`config.mk`:
```
export PLATFORM = sky130hd
export DESIGN_NAME = tmr_match_capture
export DESIGN_NICKNAME = d
export VERILOG_FILES = /design/src/rtl/tmr_pkg.sv /design/src/rtl/tmr_sync_edge.sv /design/src/rtl/tmr_datapath.sv /design/src/rtl/tmr_ctrl.sv /design/src/rtl/tmr_match_capture.sv
export SDC_FILE = /design/constraint.sdc
export NUM_CORES = 1
export LEC_CHECK = 0
export BUFFER_PORTS_ARGS = -buffer_cell sky130_fd_sc_hd__buf_2
export CAP_MARGIN = 10
export CORE_MARGIN = 1.5
export CORE_UTILIZATION = 24
export CTS_BUF_LIST = sky130_fd_sc_hd__clkbuf_8
export DETAILED_ROUTE_END_ITERATION = 7
export PLACE_DENSITY = 0.47
export REMOVE_ABC_BUFFERS = 1
export SLEW_MARGIN = 20
export SYNTH_ARGS = -nofsm -noshare
export SYNTH_HDL_FRONTEND = slang
export SYNTH_SLANG_ARGS = --single-unit
```
`constraint.sdc`:
```
create_clock -name clk -period 3.8 [get_ports clk]
set_input_delay 0.76 -clock clk [delete_from_list [all_inputs] [get_ports clk]]
set_output_delay 0.76 -clock clk [all_outputs]
set_load 0.05 [all_outputs]
```
`src/rtl/tmr_pkg.sv`:
```
package tmr_pkg;
  typedef struct packed {
    logic tick;    // prescaler may advance this cycle
    logic wrap;    // prescaler at or past its limit on a tick
    logic clear;   // zero count and prescaler
    logic freeze;  // hold count on this wrap
  } cnt_strobe_t;

  typedef enum logic [1:0] {
    OUT_KEEP   = 2'd0,
    OUT_LOW    = 2'd1,
    OUT_HIGH   = 2'd2,
    OUT_TOGGLE = 2'd3
  } out_act_e;

  localparam logic [3:0] ADDR_CTRL   = 4'd0;
  localparam logic [3:0] ADDR_PSLIM  = 4'd1;
  localparam logic [3:0] ADDR_COUNT  = 4'd2;
  localparam logic [3:0] ADDR_PSCNT  = 4'd3;
  localparam logic [3:0] ADDR_STATUS = 4'd4;
  localparam logic [3:0] ADDR_MACT   = 4'd5;
  localparam logic [3:0] ADDR_OACT   = 4'd6;
  localparam logic [3:0] ADDR_CCFG   = 4'd7;
endpackage

```
`src/rtl/tmr_sync_edge.sv`:
```
module tmr_sync_edge #(
  parameter int W = 5
) (
  input  logic         clk,
  input  logic         rstN,
  input  logic [W-1:0] din,
  output logic [W-1:0] level,
  output logic [W-1:0] prev
);
  logic [W-1:0] stage1Q, stage2Q, prevQ;

  always_ff @(posedge clk or negedge rstN) begin
    if (!rstN) begin
      stage1Q <= '0;
      stage2Q <= '0;
      prevQ   <= '0;
    end else begin
      stage1Q <= din;
      stage2Q <= stage1Q;
      prevQ   <= stage2Q;
    end
  end

  assign level = stage2Q;
  assign prev  = prevQ;
endmodule

```
`src/rtl/tmr_datapath.sv`:
```
module tmr_datapath
  import tmr_pkg::*;
#(
  parameter int CNT_W = 32
) (
  input  logic             clk,
  input  logic             rstN,
  input  cnt_strobe_t      strobe,
  output logic [CNT_W-1:0] count,
  output logic [CNT_W-1:0] psCount
);
  logic [CNT_W-1:0] countQ, psQ;

  always_ff @(posedge clk or negedge rstN) begin
    if (!rstN) begin
      countQ <= '0;
      psQ    <= '0;
    end else if (strobe.clear) begin
      countQ <= '0;
      psQ    <= '0;
    end else if (strobe.tick) begin
      if (strobe.wrap) begin
        psQ <= '0;
        if (!strobe.freeze) countQ <= countQ + 1'b1;
      end else begin
        psQ <= psQ + 1'b1;
      end
    end
  end

  assign count   = countQ;
  assign psCount = psQ;

  a_r3_idle_holds: assert property (@(posedge clk) disable iff (!rstN)
    (!strobe.tick && !strobe.clear) |=> ($stable(countQ) && $stable(psQ)));

  a_r4_clear_zeroes: assert property (@(posedge clk) disable iff (!rstN)
    strobe.clear |=> (countQ == '0 && psQ == '0));

  a_r2_ps_steps: assert property (@(posedge clk) disable iff (!rstN)
    (strobe.tick && !strobe.wrap && !strobe.clear)
      |=> (psQ == $past(psQ) + 1'b1 && $stable(countQ)));
endmodule

```
`src/rtl/tmr_ctrl.sv`:
```
module tmr_ctrl
  import tmr_pkg::*;
#(
  parameter int CNT_W = 32,
  parameter int NCH   = 4
) (
  input  logic             clk,
  input  logic             rstN,
  input  logic             wrEn,
  input  logic [3:0]       addr,
  input  logic [CNT_W-1:0] wrData,
  output logic [CNT_W-1:0] rdData,
  input  logic             evIn,
  input  logic [NCH-1:0]   capIn,
  input  logic [CNT_W-1:0] count,
  input  logic [CNT_W-1:0] psCount,
  output cnt_strobe_t      strobe,
  output logic [NCH-1:0]   matchOut,
  output logic             irq
);
  localparam int ST_W  = 2 * NCH;
  localparam int ACT_W = 3 * NCH;
  localparam int OA_W  = 2 * NCH;
  localparam int SYN_W = NCH + 1;

  logic [2:0]       ctrlQ;
  logic [CNT_W-1:0] psLimQ;
  logic [ST_W-1:0]  statusQ;
  logic [ACT_W-1:0] mActQ, cCfgQ;
  logic [OA_W-1:0]  oActQ;
  logic [CNT_W-1:0] mValQ [NCH];
  logic [CNT_W-1:0] capQ  [NCH];
  logic [NCH-1:0]   outQ, outNext;

  logic [SYN_W-1:0] synLevel, synPrev, rise, fall;
  logic [NCH-1:0]   hit, irqEn, rstEn, stopEn, capEv, capIrq;
  logic [ST_W-1:0]  setMask, clrMask;
  logic             tick, wrapNow, rstHit, stopHit;

  tmr_sync_edge #(.W(SYN_W)) uSync (
    .clk   (clk),
    .rstN  (rstN),
    .din   ({evIn, capIn}),
    .level (synLevel),
    .prev  (synPrev)
  );

  assign rise = synLevel & ~synPrev;
  assign fall = ~synLevel & synPrev;

  assign tick    = ctrlQ[0] & ~ctrlQ[1] & (ctrlQ[2] ? rise[NCH] : 1'b1);
  assign wrapNow = tick && (psCount >= psLimQ);

  for (genvar i = 0; i < NCH; i++) begin : g_ch
    assign irqEn[i]  = mActQ[3*i];
    assign rstEn[i]  = mActQ[3*i+1];
    assign stopEn[i] = mActQ[3*i+2];
    assign capIrq[i] = cCfgQ[3*i+2];
    assign hit[i]    = wrapNow && (count == mValQ[i]);
    assign capEv[i]  = (rise[i] & cCfgQ[3*i]) | (fall[i] & cCfgQ[3*i+1]);

    always_comb begin
      outNext[i] = outQ[i];
      if (hit[i]) begin
        case (out_act_e'(oActQ[2*i +: 2]))
          OUT_LOW:    outNext[i] = 1'b0;
          OUT_HIGH:   outNext[i] = 1'b1;
          OUT_TOGGLE: outNext[i] = ~outQ[i];
          default:    outNext[i] = outQ[i];
        endcase
      end
    end

    a_r9_drive_low: assert property (@(posedge clk) disable iff (!rstN)
      (hit[i] && oActQ[2*i +: 2] == 2'd1) |=> !matchOut[i]);

    a_r10_capture_count: assert property (@(posedge clk) disable iff (!rstN)
      capEv[i] |=> (capQ[i] == $past(count)));
  end

  assign rstHit  = |(hit & rstEn);
  assign stopHit = |(hit & stopEn);
  assign setMask = {capEv & capIrq, hit & irqEn};
  assign clrMask = (wrEn && addr == ADDR_STATUS) ? wrData[ST_W-1:0] : '0;

  always_comb begin
    strobe.tick   = tick;
    strobe.wrap   = wrapNow;
    strobe.clear  = ctrlQ[1] | rstHit;
    strobe.freeze = stopHit;
  end

  always_ff @(posedge clk or negedge rstN) begin
    if (!rstN) begin
      ctrlQ   <= '0;
      psLimQ  <= '0;
      statusQ <= '0;
      mActQ   <= '0;
      cCfgQ   <= '0;
      oActQ   <= '0;
      outQ    <= '0;
      for (int i = 0; i < NCH; i++) begin
        mValQ[i] <= '0;
        capQ[i]  <= '0;
      end
    end else begin
      if (wrEn) begin
        case (addr)
          ADDR_CTRL:  ctrlQ  <= wrData[2:0];
          ADDR_PSLIM: psLimQ <= wrData;
          ADDR_MACT:  mActQ  <= wrData[ACT_W-1:0];
          ADDR_OACT:  oActQ  <= wrData[OA_W-1:0];
          ADDR_CCFG:  cCfgQ  <= wrData[ACT_W-1:0];
          default: begin
            if (addr[3:2] == 2'b10 && int'(addr[1:0]) < NCH)
              mValQ[addr[1:0]] <= wrData;
          end
        endcase
      end
      if (stopHit) ctrlQ[0] <= 1'b0;
      statusQ <= (statusQ & ~clrMask) | setMask;
      outQ    <= outNext;
      for (int i = 0; i < NCH; i++) begin
        if (capEv[i]) capQ[i] <= count;
      end
    end
  end

  always_comb begin
    rdData = '0;
    case (addr)
      ADDR_CTRL:   rdData[2:0]       = ctrlQ;
      ADDR_PSLIM:  rdData            = psLimQ;
      ADDR_COUNT:  rdData            = count;
      ADDR_PSCNT:  rdData            = psCount;
      ADDR_STATUS: rdData[ST_W-1:0]  = statusQ;
      ADDR_MACT:   rdData[ACT_W-1:0] = mActQ;
      ADDR_OACT:   rdData[OA_W-1:0]  = oActQ;
      ADDR_CCFG:   rdData[ACT_W-1:0] = cCfgQ;
      default: begin
        if (addr[3] && int'(addr[1:0]) < NCH)
          rdData = addr[2] ? capQ[addr[1:0]] : mValQ[addr[1:0]];
      end
    endcase
  end

  assign matchOut = outQ;
  assign irq      = |statusQ;

  a_r8_stop_disables: assert property (@(posedge clk) disable iff (!rstN)
    stopHit |=> !ctrlQ[0]);

  a_r7_reset_on_hit: assert property (@(posedge clk) disable iff (!rstN)
    rstHit |=> (count == '0));

  a_r11_flags_sticky: assert property (@(posedge clk) disable iff (!rstN)
    !(wrEn && addr == ADDR_STATUS) |=> ((statusQ & $past(statusQ)) == $past(statusQ)));

  a_r6_hit_flags: assert property (@(posedge clk) disable iff (!rstN)
    (|(hit & irqEn)) |=> irq);
endmodule

```
`src/rtl/tmr_match_capture.sv`:
```
module tmr_match_capture
  import tmr_pkg::*;
#(
  parameter int CNT_W = 32,
  parameter int NCH   = 4
) (
  input  logic             clk,
  input  logic             rstN,
  input  logic             wrEn,
  input  logic [3:0]       addr,
  input  logic [CNT_W-1:0] wrData,
  output logic [CNT_W-1:0] rdData,
  input  logic             evIn,
  input  logic [NCH-1:0]   capIn,
  output logic [NCH-1:0]   matchOut,
  output logic             irq
);
  cnt_strobe_t      strobe;
  logic [CNT_W-1:0] count, psCount;

  tmr_ctrl #(.CNT_W(CNT_W), .NCH(NCH)) uCtrl (
    .clk      (clk),
    .rstN     (rstN),
    .wrEn     (wrEn),
    .addr     (addr),
    .wrData   (wrData),
    .rdData   (rdData),
    .evIn     (evIn),
    .capIn    (capIn),
    .count    (count),
    .psCount  (psCount),
    .strobe   (strobe),
    .matchOut (matchOut),
    .irq      (irq)
  );

  tmr_datapath #(.CNT_W(CNT_W)) uDp (
    .clk     (clk),
    .rstN    (rstN),
    .strobe  (strobe),
    .count   (count),
    .psCount (psCount)
  );
endmodule

```
# Yosys cells after proc, flatten, opt, wreduce, memory -nomap -nowiden
# Index checks and enable logic that the tools add are counted.
# W data, S select, Z words.
totals:
  n_memories: 0
  latchBits: 0
  wordCells: 152
  inputBits: 44
  register_bits: 414
  rom_bits: 0
  output_inout_bits: 37
  ram_bits: 0
op_classes:
  reduce_logical: 34
  mul: 0
  order_cmp: 3
  bitwise_logic: 33
  add_sub_neg: 2
  eq_ne: 25
  div: 0
  mux: 31
  shifts: 0
ops:
  columns: ["cell", "count"]
  rows:
  - ["$mux W32", 14]
  - ["$bmux W32 S2", 2]
  - ["$bwmux W128", 1]
  - ["$eq A32 B32 Y1", 4]
  - ["$pmux W20 S4", 1]
  - ["$add A32 B1 Y32 const B", 2]
  - ["$demux W32 S2", 1]
  - ["$pmux W5 S8", 1]
  - ["$ge A32 B32 Y1", 1]
  - ["$pmux W3 S8", 1]
  - ["$pmux W4 S6", 1]
  - ["$and A4 B4 Y4", 5]
  - ["$reduce_and A2 Y1", 10]
  - ["$eq A2 B2 Y1 const B", 9]
  - ["$eq A4 B3 Y1 const B", 4]
  - ["$pmux W1 S3", 4]
  - ["$reduce_bool A3 Y1", 4]
  - ["$and A1 B1 Y1", 10]
  - ["$reduce_or A5 Y1", 2]
  - ["$and A8 B8 Y8", 1]
  - ["$eq A2 B1 Y1 const B", 4]
  - ["$eq A4 B2 Y1 const B", 2]
  - ["$mux W8", 1]
  - ["$not A8 Y8", 1]
  - ["19 further kinds", 42]

# Depth between registers and ports, before layout
logic_depth:
  depth_word: 12
  mapped_depth: 11
  depth_no_buf: 9

# Modules after synthesis
# From an unflattened synthesis, not the netlist that was laid out.
hier_totals:
  cells_unflattened: 1756
  hier_area_um2: 21832.2
modules_own_cells:
  columns: ["mod", "seq_area_each_um2", "cells_per_inst", "instances", "area_per_inst_um2"]
  rows:
  - ["tmr_ctrl", 8383.0, 1350, 1, 17854.6]
  - ["tmr_datapath", 1601.5, 391, 1, 3602.2]
  - ["tmr_sync_edge", 375.4, 15, 1, 375.4]

# Least setup slack after synthesis
# Ideal clock, no wire load.
synth_path:
  path_kind: "input port to output port"
  startpoint: "input port addr[0]"
  endpoint: "output port rdData[12]"
  n_path_buf: 3
  setup_slack_ns: 0.139
  arrival_ns: 2.901
  required_ns: 3.040
  stages: 7
  cell_sequence: "clkbuf_1 buf_2 buf_1 mux4_2 mux2_2 nand2_1 nand2_1"
synth_between:
  elab_chain_len: 7
  word_cells_on_any_way: 19
  cone_classes: "7 x eq/ne; 9 x mux; 1 x bitwise; 2 x reduce/logical"
synth_rtl:
  columns: ["element", "line_no", "text"]
  rows:
  - ["from (decl)", "tmr_match_capture.sv:10", "input logic [3:0] addr,"]
  - ["$not A2 Y3 (not written as such)", "tmr_ctrl.sv:142", "rdData = addr[2] ? capQ[addr[1:0]] : mValQ[addr[1:0]];"]
  - ["$bmux W32 S2", "tmr_ctrl.sv:142", null]
  - ["$mux W32 (not written as such) (2 in a row)", "tmr_ctrl.sv:142", null]
  - ["$mux W32", "tmr_ctrl.sv:142", null]
  - ["$mux W32", "tmr_ctrl.sv:141", "if (addr[3] && int'(addr[1:0]) < NCH)"]
  - ["$pmux W20 S4 (*)", "tmr_ctrl.sv:131", "case (addr)"]
  - ["to (decl)", "tmr_match_capture.sv:12", "output logic [CNT_W-1:0] rdData,"]
# Every way passes the cells marked *; elsewhere a longest branch is shown, timed or not. The select of a mux whose other input is x is not followed.

# Final worst setup path
layout_path:
  startpoint: "input port addr[0]"
  endpoint: "output port rdData[0]"
layout_between:
  elab_chain_len: 7
  word_cells_on_any_way: 18
  cone_classes: "7 x eq/ne; 9 x mux; 1 x bitwise; 1 x reduce/logical"
layout_rtl:
  columns: ["element", "line_no"]
  rows:
  - ["$not A2 Y3 (not written as such)", "tmr_ctrl.sv:142"]
  - ["$bmux W32 S2", "tmr_ctrl.sv:142"]
  - ["$mux W32 (not written as such) (2 in a row)", "tmr_ctrl.sv:142"]
  - ["$mux W32", "tmr_ctrl.sv:142"]
  - ["$mux W32", "tmr_ctrl.sv:141"]
  - ["$pmux W3 S8 (*)", "tmr_ctrl.sv:131"]
# Marked as above.

==> results.cfg <==
[logic_synthesis]
netlist_instances = 1760
async_reset_ff_frac = 1.00
yosys-top-cells-area = dfrtp_1 (48%), mux2_2 (18%), mux4_2 (6.7%)
netlist.area_leader.share = 0.478
synth.distinct_cells = 62
synth_seq_cells = 414
synth_edf_count = 0
seq_area_frac_synth = 0.478
synth_top_area_cell = dfrtp_1
yosys_warnings = 0
synth-main-ff-cell = dfrtp_1
syn_avg_cell_area_um2 = 12.3
synth_area_mm2 = 0.0217

[die]
dieHeight_um = 304
dieArea_mm2 = 0.0921
row_count = 110
start_util = 0.242
io_pins = 81
dieWidth_um = 304
coreArea_mm2 = 0.0897

[critical_path]
worst-path-buf-inv = 3
slowest_delay_ps = 500
end_kind = primary output
r2r_start = uDp.psCount[19]
crit_chain = buf_4 -> buf_12 -> mux4_2 -> mux2_2 -> nand2_1 -> nand4_1 -> buf_12
path_delay_family = buffers and inverters
crit_fanout = 21
worstSetupPathDepth = 7
regToRegSetupSlack_ps = 450
rr_endpoint = uDp.psCount[11]
path_common_cell = buf_12
slowest_stage = mux4_2
reg2reg_depth = 9
crit_type = in -> out
critPathArrivalTime_ps = 2820
required_ps = 3040
critPathLaunchType = input port

[layout]
final_cell_mix = dfrtp_1 (414), mux2_2 (355), nand2_1 (117), clkbuf_8 (94), xor2_1 (80)
layout-drive-gt1-share = 0.375
final_util = 0.288
nNetsFinal = 1952
stdcell_area_mm2 = 0.0258
mostFrequentLayoutCell = dfrtp_1
layout.cells.non_filler = 3102
area_growth_pct = 19.1

[cts]
cts_setup_buffers = 0
cts.sinks = 414
clk_pin_slew_ps = 60
cts_resized = 0
numCtsBuffers = 72
cts-root-buf = clkbuf_8
ctsHoldBuffers = 0
cts_tree = done
clk_latency_ps = 670
cts_max_level = 3
clk_path_buf_depth = 3

[timing]
max_freq_mhz = 280
final.period_utilization = 0.941
setup_viol = 0
period_needed_ps = 3580
skew_ps = 32.6
setup_slack_ps = 222
slew-limit-headroom = 0.285
hold_viol = 0
worstMarginPinSlew_ps = 1070
rsz0062_at_grt = no
drv_slew = 0
hold_slack_ps = 93.2

[grt]
antenna_found_initial = 7
grt_pass1_vias = 16200
grtUsageTotal = 0.168
grt_max_degree = 90
grt_pass1_wl_um = 113000
overflow = 0

[drt]
vias = 15500
ant_nets = 0
wire_per_inst_um = 24.8
drt_iter0_markers = 1275
via_per_inst = 5.00
drt_first_pass_iters = 7
wl_um = 76900
drc_errors = 0

[flow_run]
drv_cap = 0

[place]
placed_area_mm2 = 0.0244
place_inst = 2976
routabilityCongestion = 0.890
hpwl_um = 54700
dp_slack_ps = 195
io_buffers = 80

[power_and_ir_drop]
peakVddDrop_uv = 196
power_leakage_nw = 11.2
power_density_mw_per_mm2 = 474

[status]
status = finished clean

[worst_hold_path]
hold_class = in -> async
## per-layer routing
metal  up-vias  routed length (um)  global-route usage
met3       172                4680              0.0353
met4         6                3540              0.0804
met1      8050               31100               0.208
met2       543               37500               0.278
met5         -                  45                   0
li1       6730                   -                   -
## cell usage after synthesis, types with 29 or more instances
cell type / n
clkbuf_1: 73
inv_1: 45
mux2_2: 355
ha_1: 34
xnor2_1: 74
a222oi_1: 29
dfrtp_1: 414
nand2_1: 119
xor2_1: 80
nor2_1: 51
a21oi_1: 50
nand3_1: 35
mux4_2: 64
nand4_1: 43
## cell families (layout without fill, tap and decap cells)
group / Yosys count / count (layout) / share of synthesized area
XOR/XNOR: 154 / 154 / 0.0622
multiplexers: 419 / 419 / 0.251
buffers and inverters: 179 / 344 / 0.0358
flip-flops: 414 / 414 / 0.478
other: 0 / 1 / 0
AO/OA/AOI/OAI: 186 / 186 / 0.0616
AND/OR/NAND/NOR: 374 / 374 / 0.0918
adder cells (fa/ha/maj): 34 / 34 / 0.0196
## metrics by stage
step	power [mW]	TNS (ps)
2_1_floorplan	6.84	-48510
3_3_place_gp	8.15	0
3_5_place_dp	8.19	0
4_1_cts	12.4	0
5_1_grt	12.8	0
6_report	12.2	0
## flip-flops by register name, summed over array words and instances (netlist names)
register             cells
uCtrl.statusQ            8
uCtrl.capQ             128
uDp.psCount             32
uCtrl.cCfgQ             12
uCtrl.uSync.level        5
uCtrl.mValQ            128
uCtrl.matchOut           4
uCtrl.ctrlQ              3
uCtrl.mActQ             12
uCtrl.oActQ              8
uCtrl.psLimQ            32
uCtrl.uSync.prev         5
uDp.count               32
uCtrl.uSync.stage1Q      5
## worst max path at each step
stage	start	to	slack (ps)
floorplan	uDp.psCount[25]	uDp.psCount[5]	-650
global placement	addr[0]	rdData[0]	210
detailed placement	addr[0]	rdData[0]	190
CTS	addr[0]	rdData[0]	190
global route	addr[0]	rdData[2]	90
finish	addr[0]	rdData[0]	220
## cell type report
type	count	area, um2
fill	9249	63900
multi-input combinational	1167	10600
sequential	414	10400
timing repair buffer	174	1750
tap	1176	1470
clock buffer	94	1290
inverter	45	169
clock inverter	31	130
antenna	1	2.50
## power by group
part	switching (mW)	internal, mW	total [mW]
registers	0.553	4.94	5.49
clock network	1.91	2.20	4.11
logic	1.41	1.21	2.62
(Power assumes the default switching activity.)
